<file path="src/rtl/pwrseq_pkg.sv">
package pwrseq_pkg;

  typedef enum logic [3:0] {
    S_IDLE,
    S_ASSERT,
    S_DIVRST,
    S_DIVCFG,
    S_CHECK,
    S_DIVREL,
    S_PWR,
    S_WAIT_BR,
    S_BRREL,
    S_WAIT_CORE,
    S_PPC,
    S_COREREL,
    S_WAIT_HOST,
    S_HOST,
    S_ENDIAN,
    S_PHYREL
  } seq_state_e;

  // Strobes from the control FSM to the datapath, one cycle each
  typedef struct packed {
    logic assertAll;
    logic setDivRst;
    logic applyDiv;
    logic relDiv;
    logic applyPwr;
    logic relBridge;
    logic applyPpc;
    logic relCore;
    logic applyHost;
    logic applyEndian;
    logic relPhy;
    logic clrWait;
    logic cntWait;
    logic setErr;
    logic clrErr;
  } seq_cmd_t;

endpackage

</file>
<file path="src/rtl/pwrseq_ctrl.sv">
module pwrseq_ctrl
  import pwrseq_pkg::*;
(
  input  logic     clk,
  input  logic     rstN,
  input  logic     startPulse,
  input  logic     divReady,
  input  logic     waitDone,
  output seq_cmd_t cmd
);

  seq_state_e state;
  seq_state_e nextState;

  always_comb begin
    cmd       = '0;
    nextState = state;
    unique case (state)
      S_IDLE: begin
        if (startPulse) begin
          cmd.clrErr = 1'b1;
          nextState  = S_ASSERT;
        end
      end
      S_ASSERT: begin
        cmd.assertAll = 1'b1;
        nextState     = S_DIVRST;
      end
      S_DIVRST: begin
        cmd.setDivRst = 1'b1;
        nextState     = S_DIVCFG;
      end
      S_DIVCFG: begin
        cmd.applyDiv = 1'b1;
        nextState    = S_CHECK;
      end
      S_CHECK: begin
        if (divReady) begin
          nextState = S_DIVREL;
        end else begin
          cmd.setErr = 1'b1;
          nextState  = S_IDLE;
        end
      end
      S_DIVREL: begin
        cmd.relDiv = 1'b1;
        nextState  = S_PWR;
      end
      S_PWR: begin
        cmd.applyPwr = 1'b1;
        cmd.clrWait  = 1'b1;
        nextState    = S_WAIT_BR;
      end
      S_WAIT_BR: begin
        cmd.cntWait = 1'b1;
        if (waitDone) nextState = S_BRREL;
      end
      S_BRREL: begin
        cmd.relBridge = 1'b1;
        cmd.clrWait   = 1'b1;
        nextState     = S_WAIT_CORE;
      end
      S_WAIT_CORE: begin
        cmd.cntWait = 1'b1;
        if (waitDone) nextState = S_PPC;
      end
      S_PPC: begin
        cmd.applyPpc = 1'b1;
        nextState    = S_COREREL;
      end
      S_COREREL: begin
        cmd.relCore = 1'b1;
        cmd.clrWait = 1'b1;
        nextState   = S_WAIT_HOST;
      end
      S_WAIT_HOST: begin
        cmd.cntWait = 1'b1;
        if (waitDone) nextState = S_HOST;
      end
      S_HOST: begin
        cmd.applyHost = 1'b1;
        nextState     = S_ENDIAN;
      end
      S_ENDIAN: begin
        cmd.applyEndian = 1'b1;
        nextState       = S_PHYREL;
      end
      S_PHYREL: begin
        cmd.relPhy = 1'b1;
        nextState  = S_IDLE;
      end
      default: nextState = S_IDLE;
    endcase
  end

  always_ff @(posedge clk or negedge rstN) begin
    if (!rstN) state <= S_IDLE;
    else       state <= nextState;
  end

  // an idle start always enters the reset-assert step
  a_r2_start_accepted: assert property (@(posedge clk) disable iff (!rstN)
    (state == S_IDLE && startPulse) |=> state == S_ASSERT);

  // a start during a wait neither restarts nor skips the wait
  a_r11_start_ignored: assert property (@(posedge clk) disable iff (!rstN)
    (state == S_WAIT_BR && startPulse && !waitDone) |=> state == S_WAIT_BR);

  // a failed check returns to idle
  a_r10_fail_to_idle: assert property (@(posedge clk) disable iff (!rstN)
    (state == S_CHECK && !divReady) |=> state == S_IDLE);

endmodule

</file>
<file path="src/rtl/pwrseq_dp.sv">
module pwrseq_dp
  import pwrseq_pkg::*;
#(
  parameter int DIV_W       = 3,
  parameter int REF_W       = 2,
  parameter int WAIT_CYCLES = 10
) (
  input  logic             clk,
  input  logic             rstN,
  input  seq_cmd_t         cmd,
  input  logic             ctrlClkStb,
  input  logic [DIV_W-1:0] divSelCfg,
  input  logic [REF_W-1:0] refSelCfg,
  input  logic             ppcEnCfg,
  input  logic             ppcActiveHighCfg,
  input  logic             bigEndianCfg,
  output logic             waitDone,
  output logic             phyRst,
  output logic             coreRst,
  output logic             bridgeRst,
  output logic             divRst,
  output logic [DIV_W-1:0] divSel,
  output logic             hostClkEn,
  output logic [REF_W-1:0] refSel,
  output logic             sscEn,
  output logic             refSspEn,
  output logic             hsPwrEn,
  output logic             ssPwrEn,
  output logic             ppcEn,
  output logic             ppcActiveHigh,
  output logic             ifClkEn,
  output logic             devMode,
  output logic             bigEndian,
  output logic             seqDone,
  output logic             seqError
);

  localparam int CNT_W = $clog2(WAIT_CYCLES);
  localparam logic [CNT_W-1:0] LAST_CNT = CNT_W'(WAIT_CYCLES - 1);

  logic [CNT_W-1:0] waitCnt;

  assign waitDone = cmd.cntWait && ctrlClkStb && (waitCnt == LAST_CNT);

  // Wait counter advances only on controller-clock strobes
  always_ff @(posedge clk or negedge rstN) begin
    if (!rstN) begin
      waitCnt <= '0;
    end else if (cmd.clrWait) begin
      waitCnt <= '0;
    end else if (cmd.cntWait && ctrlClkStb && !waitDone) begin
      waitCnt <= waitCnt + CNT_W'(1);
    end
  end

  // Domain resets
  always_ff @(posedge clk or negedge rstN) begin
    if (!rstN) begin
      phyRst    <= 1'b1;
      coreRst   <= 1'b1;
      bridgeRst <= 1'b1;
    end else begin
      if (cmd.assertAll) begin
        phyRst    <= 1'b1;
        coreRst   <= 1'b1;
        bridgeRst <= 1'b1;
      end
      if (cmd.relBridge) bridgeRst <= 1'b0;
      if (cmd.relCore)   coreRst   <= 1'b0;
      if (cmd.relPhy)    phyRst    <= 1'b0;
    end
  end

  // Clock divider and reference clocking
  always_ff @(posedge clk or negedge rstN) begin
    if (!rstN) begin
      divRst    <= 1'b0;
      divSel    <= '0;
      hostClkEn <= 1'b0;
      refSel    <= '0;
      sscEn     <= 1'b0;
      refSspEn  <= 1'b0;
      hsPwrEn   <= 1'b0;
      ssPwrEn   <= 1'b0;
    end else begin
      if (cmd.setDivRst) divRst <= 1'b1;
      if (cmd.relDiv)    divRst <= 1'b0;
      if (cmd.applyDiv) begin
        divSel    <= divSelCfg;
        hostClkEn <= 1'b1;
      end
      if (cmd.applyPwr) begin
        refSel   <= refSelCfg;
        sscEn    <= 1'b1;
        refSspEn <= 1'b1;
        hsPwrEn  <= 1'b1;
        ssPwrEn  <= 1'b1;
      end
    end
  end

  // Host-side configuration and status
  always_ff @(posedge clk or negedge rstN) begin
    if (!rstN) begin
      ppcEn         <= 1'b0;
      ppcActiveHigh <= 1'b0;
      ifClkEn       <= 1'b0;
      devMode       <= 1'b1;
      bigEndian     <= 1'b0;
      seqDone       <= 1'b0;
      seqError      <= 1'b0;
    end else begin
      if (cmd.applyPpc) begin
        ppcEn         <= ppcEnCfg;
        ppcActiveHigh <= ppcActiveHighCfg;
      end
      if (cmd.applyHost) begin
        ifClkEn <= 1'b1;
        devMode <= 1'b0;
      end
      if (cmd.applyEndian) bigEndian <= bigEndianCfg;
      seqDone <= cmd.relPhy;
      if (cmd.clrErr)      seqError <= 1'b0;
      else if (cmd.setErr) seqError <= 1'b1;
    end
  end

  // the three domain resets are raised together
  a_r2_resets_together: assert property (@(posedge clk) disable iff (!rstN)
    $rose(bridgeRst) |-> (phyRst && coreRst));

  // power and clocking are on before the first reset release
  a_r4_power_before_release: assert property (@(posedge clk) disable iff (!rstN)
    $fell(bridgeRst) |-> (hsPwrEn && ssPwrEn && sscEn && refSspEn && !divRst && coreRst && phyRst));

  // core leaves reset only after the bridge
  a_r7_core_after_bridge: assert property (@(posedge clk) disable iff (!rstN)
    $fell(coreRst) |-> (!bridgeRst && phyRst));

  // PHY leaves reset last, in host mode, with the done pulse
  a_r9_phy_last: assert property (@(posedge clk) disable iff (!rstN)
    $fell(phyRst) |-> (!coreRst && ifClkEn && !devMode && seqDone));

  // an error leaves every domain in reset
  a_r10_error_holds_resets: assert property (@(posedge clk) disable iff (!rstN)
    seqError |-> (phyRst && coreRst && bridgeRst));

  // wait counter never passes its last value
  a_r5_no_overflow: assert property (@(posedge clk) disable iff (!rstN)
    waitCnt <= LAST_CNT);

endmodule

</file>
<file path="src/rtl/usb_host_bringup_seq.sv">
module usb_host_bringup_seq
  import pwrseq_pkg::*;
#(
  parameter int DIV_W       = 3,
  parameter int REF_W       = 2,
  parameter int WAIT_CYCLES = 10
) (
  input  logic             clk,
  input  logic             rstN,
  input  logic             startPulse,
  input  logic             ctrlClkStb,
  input  logic             divReady,
  input  logic [DIV_W-1:0] divSelCfg,
  input  logic [REF_W-1:0] refSelCfg,
  input  logic             ppcEnCfg,
  input  logic             ppcActiveHighCfg,
  input  logic             bigEndianCfg,
  output logic             phyRst,
  output logic             coreRst,
  output logic             bridgeRst,
  output logic             divRst,
  output logic [DIV_W-1:0] divSel,
  output logic             hostClkEn,
  output logic [REF_W-1:0] refSel,
  output logic             sscEn,
  output logic             refSspEn,
  output logic             hsPwrEn,
  output logic             ssPwrEn,
  output logic             ppcEn,
  output logic             ppcActiveHigh,
  output logic             ifClkEn,
  output logic             devMode,
  output logic             bigEndian,
  output logic             seqDone,
  output logic             seqError
);

  seq_cmd_t seqCmd;
  logic     waitDone;

  pwrseq_ctrl u_ctrl (
    .clk        (clk),
    .rstN       (rstN),
    .startPulse (startPulse),
    .divReady   (divReady),
    .waitDone   (waitDone),
    .cmd        (seqCmd)
  );

  pwrseq_dp #(
    .DIV_W       (DIV_W),
    .REF_W       (REF_W),
    .WAIT_CYCLES (WAIT_CYCLES)
  ) u_dp (
    .clk              (clk),
    .rstN             (rstN),
    .cmd              (seqCmd),
    .ctrlClkStb       (ctrlClkStb),
    .divSelCfg        (divSelCfg),
    .refSelCfg        (refSelCfg),
    .ppcEnCfg         (ppcEnCfg),
    .ppcActiveHighCfg (ppcActiveHighCfg),
    .bigEndianCfg     (bigEndianCfg),
    .waitDone         (waitDone),
    .phyRst           (phyRst),
    .coreRst          (coreRst),
    .bridgeRst        (bridgeRst),
    .divRst           (divRst),
    .divSel           (divSel),
    .hostClkEn        (hostClkEn),
    .refSel           (refSel),
    .sscEn            (sscEn),
    .refSspEn         (refSspEn),
    .hsPwrEn          (hsPwrEn),
    .ssPwrEn          (ssPwrEn),
    .ppcEn            (ppcEn),
    .ppcActiveHigh    (ppcActiveHigh),
    .ifClkEn          (ifClkEn),
    .devMode          (devMode),
    .bigEndian        (bigEndian),
    .seqDone          (seqDone),
    .seqError         (seqError)
  );

endmodule

</file>
<file path="config.mk">
export PLATFORM = sky130hd
export DESIGN_NAME = usb_host_bringup_seq
export DESIGN_NICKNAME = d
export VERILOG_FILES = /design/src/rtl/pwrseq_pkg.sv /design/src/rtl/pwrseq_ctrl.sv /design/src/rtl/pwrseq_dp.sv /design/src/rtl/usb_host_bringup_seq.sv
export SDC_FILE = /design/constraint.sdc
export NUM_CORES = 1
export LEC_CHECK = 0
export BUFFER_PORTS_ARGS = -buffer_cell sky130_fd_sc_hd__buf_2
export CORE_MARGIN = 2
export CORE_UTILIZATION = 50
export DETAILED_ROUTE_END_ITERATION = 12
export PLACE_DENSITY = 0.76
export SLEW_MARGIN = 15
export SYNTH_ARGS = -nofsm -noshare
export SYNTH_HDL_FRONTEND = slang
export SYNTH_SLANG_ARGS = --single-unit
</file>
<file path="constraint.sdc">
create_clock -name clk -period 2.9 [get_ports clk]
set_input_delay 0.145 -clock clk [delete_from_list [all_inputs] [get_ports clk]]
set_output_delay 0.145 -clock clk [all_outputs]
set_load 0.005 [all_outputs]
</file>
==> results_dict.tcl <==
set metrics [dict create \
    synth_cells 113 \
    final_core_util 0.604 \
    synth_top_cell_by_area "dfrtp_1" \
    vias_per_cell 5.45 \
    totalWireLength_mm 2.27 \
    dp_hpwl_mm 1.73 \
    synth_fp_nets 128 \
    synth_cell_types 40 \
    portBuffers 33 \
    cts_sinks 26 \
    clockBufferDepth 2 \
    worstPathRequired_ns 3.12 \
    ys_warn_count 0 \
    rrSetupSlack_ns 1.22 \
    finalSetupViolations 0 \
    yosysMostFrequentCell "dfrtp_1" \
    hold_viol_final 0 \
    clk_pin_slew_ns 0.14 \
    start_util 0.524 \
    synthFlopType "dfrtp_1" \
    reg2reg_depth 3 \
    worst_setup_path_start_kind "flip-flop" \
    async_flop_share 1.00 \
    cts_inserted_buffers 3 \
    seq_area_frac_synth 0.505 \
    dpl.cell_count 167 \
    drc 0 \
    powerDensity_nw_per_um2 956 \
    grt_pass1_wl_mm 3.59 \
    tightestPinTransition_ns 0.580 \
    rsz0062_at_grt "no" \
    num_vias 937 \
    drt_iter0_drc 20 \
    grt_pass1_vias 817 \
    holdPathEnd "u_dp.divSel[0]" \
    grt_max_degree 27 \
    synth_top_cell_area_share 0.424 \
    wire_per_inst_um 13.2 \
    synth_area_leaders "dfrtp_1, dfstp_2, mux2_2" \
    synth_area_um2 1300 \
    fmax_mhz 596 \
    vdd_drop_max_mv 0.735 \
    status "complete, no violations" \
    postCtsSetupBuffers 0 \
    hold_class "in -> reg" \
    cts_tree "done" \
    p_leak_nw 0.702 \
    report.final.slew_viol_count 0 \
    htree_levels 1 \
    finClkSkew_ns 0.00824 \
    boundaryPins 34 \
    fin_nets 158 \
    finalCritPeriodShare 0.579 \
    rr_startpoint "u_ctrl.state[0]" \
    dieArea_um2 3020 \
    r2r-end "u_dp.ppcActiveHigh" \
    placed_cell_area_um2 1430 \
    layout-drive-gt1-share 0.423 \
    place.gp.congestion 0.787 \
    gr-usage-all-layers 0.169 \
    synth.avg_cell_area_um2 11.5 \
    antenna_found_initial 0 \
    cp-end-kind "flip-flop" \
    synth_edf_count 0 \
    drv_cap 0 \
    final_cell_count_no_fill 172 \
    min_path_cells 2 \
    layout_min_cycle_time_ns 1.68 \
    fin_area_um2 1500 \
    tns_ns 0 \
    grt_overflow 0 \
    cp_data_arrival_time_ns 1.90 \
    path_class "reg -> reg" \
    core-area_um2 2480 \
    min_from "divSelCfg[0]" \
    rows 18 \
    die_w_um 54.9 \
    worst_slack_ns 1.22 \
    synth_seq_cells 26 \
    relSlewSlack 0.614 \
    clk_latency_ns 0.32 \
    drt-pass1-iter-count 4 \
    clock-root-buffer "clkbuf_4" \
    crit_fanout 15 \
    ant_nets 0 \
    die_y_um 54.9 \
    insertedDiodeCount 0 \
    place_ws_ns 1.23 \
    synth.top_cells.by_count "dfrtp_1, a21oi_1, mux2_2, nor2_1, nand2_1" \
    syn_to_final_growth_pct 15.3 \
]
==> per-layer routing <==
metal | vias to the layer above | share of wire | GRT usage
met5 | - | 0 | 0
met4 | 0 | 0.010 | 0.0488
met3 | 2 | 0.038 | 0.0323
met2 | 21 | 0.51 | 0.278
met1 | 450 | 0.44 | 0.228
li1 | 464 | - | -
==> critical path: stages, from the launching register on <==
cell     delay (ns)
dfrtp_1        0.60
or2b_2         0.44
nor3_2         0.18
mux2_2         0.36
==> flip-flops by register name (all words and copies together), names as in the netlist <==
register,flops
u_ctrl.state,4
u_dp.waitCnt,4
u_dp.divSel,3
u_dp.refSel,2
u_dp.bigEndian,1
u_dp.bridgeRst,1
u_dp.coreRst,1
u_dp.devMode,1
u_dp.divRst,1
u_dp.hostClkEn,1
u_dp.ifClkEn,1
u_dp.phyRst,1
u_dp.ppcActiveHigh,1
u_dp.ppcEn,1
u_dp.seqDone,1
u_dp.seqError,1
u_dp.sscEn,1
==> power breakdown <==
group | switching, W | internal [W]
Combinational | 0.000254 | 0.000290
Sequential | 0.000148 | 0.000495
Clock | 0.000105 | 0.000140
Total | 0.000507 | 0.000924
==> how the worst max path moves through the flow <==
| stage | start | endpoint | cells past startpoint |
|---|---|---|---|
| floorplan | u_ctrl.state[0] | u_dp.ppcActiveHigh | 3 |
| global placement | u_ctrl.state[0] | u_dp.ppcActiveHigh | 3 |
| detailed placement | u_ctrl.state[0] | u_dp.ppcActiveHigh | 3 |
| CTS | u_ctrl.state[0] | u_dp.ppcActiveHigh | 3 |
| global route | u_ctrl.state[0] | u_dp.divSel[1] | 3 |
| finish | u_ctrl.state[0] | u_dp.ppcActiveHigh | 3 |
==> cells in the final DEF (no fill, tap or decap), types with 4 or more instances in the layout <==
cell type,count
a21oi_1,8
mux2_2,8
nand2_1,7
nor2_1,8
dfstp_2,4
mux2i_1,5
o21ai_0,5
buf_2,33
dfrtp_1,22
==> cell families (layout without fill, tap and decap cells) <==
family | Yosys count | in the layout | share of synthesized area
AND/OR/NAND/NOR | 35 | 35 | 0.172
adder cells (fa/ha/maj) | 2 | 2 | 0.0193
AO/OA/AOI/OAI | 24 | 24 | 0.129
multiplexers | 13 | 13 | 0.108
XOR/XNOR | 1 | 1 | 0.00675
flip-flops | 26 | 26 | 0.505
buffers and inverters | 12 | 41 | 0.0598
==> through the flow <==
stage | total power (W) | hold slack (ns)
3_5_place_dp | 0.00120 | 0.162
2_1_floorplan | 0.00104 | -0.151
6_report | 0.00143 | 0.0392
5_1_grt | 0.00154 | 0.0176
3_3_place_gp | 0.00117 | 0.162
4_1_cts | 0.00145 | 0.0329
==> layout make-up <==
type	instances	area, um2
multi-input cells	75	564
clock buffers	3	22.5
well taps	30	37.5
flip-flops and latches	26	656
inverters	3	11.3
clock inverters	1	30.0
fillers	207	981
repair buffers	34	175
==> what timing repair did <==
item | CTS | global route
hold endpoints to repair | 22 | 0
gates resized for setup | 0 | 0
hold buffers | 1 | 0
setup endpoints to repair | 0 | 0
Power figures use the tool's default switching activity.
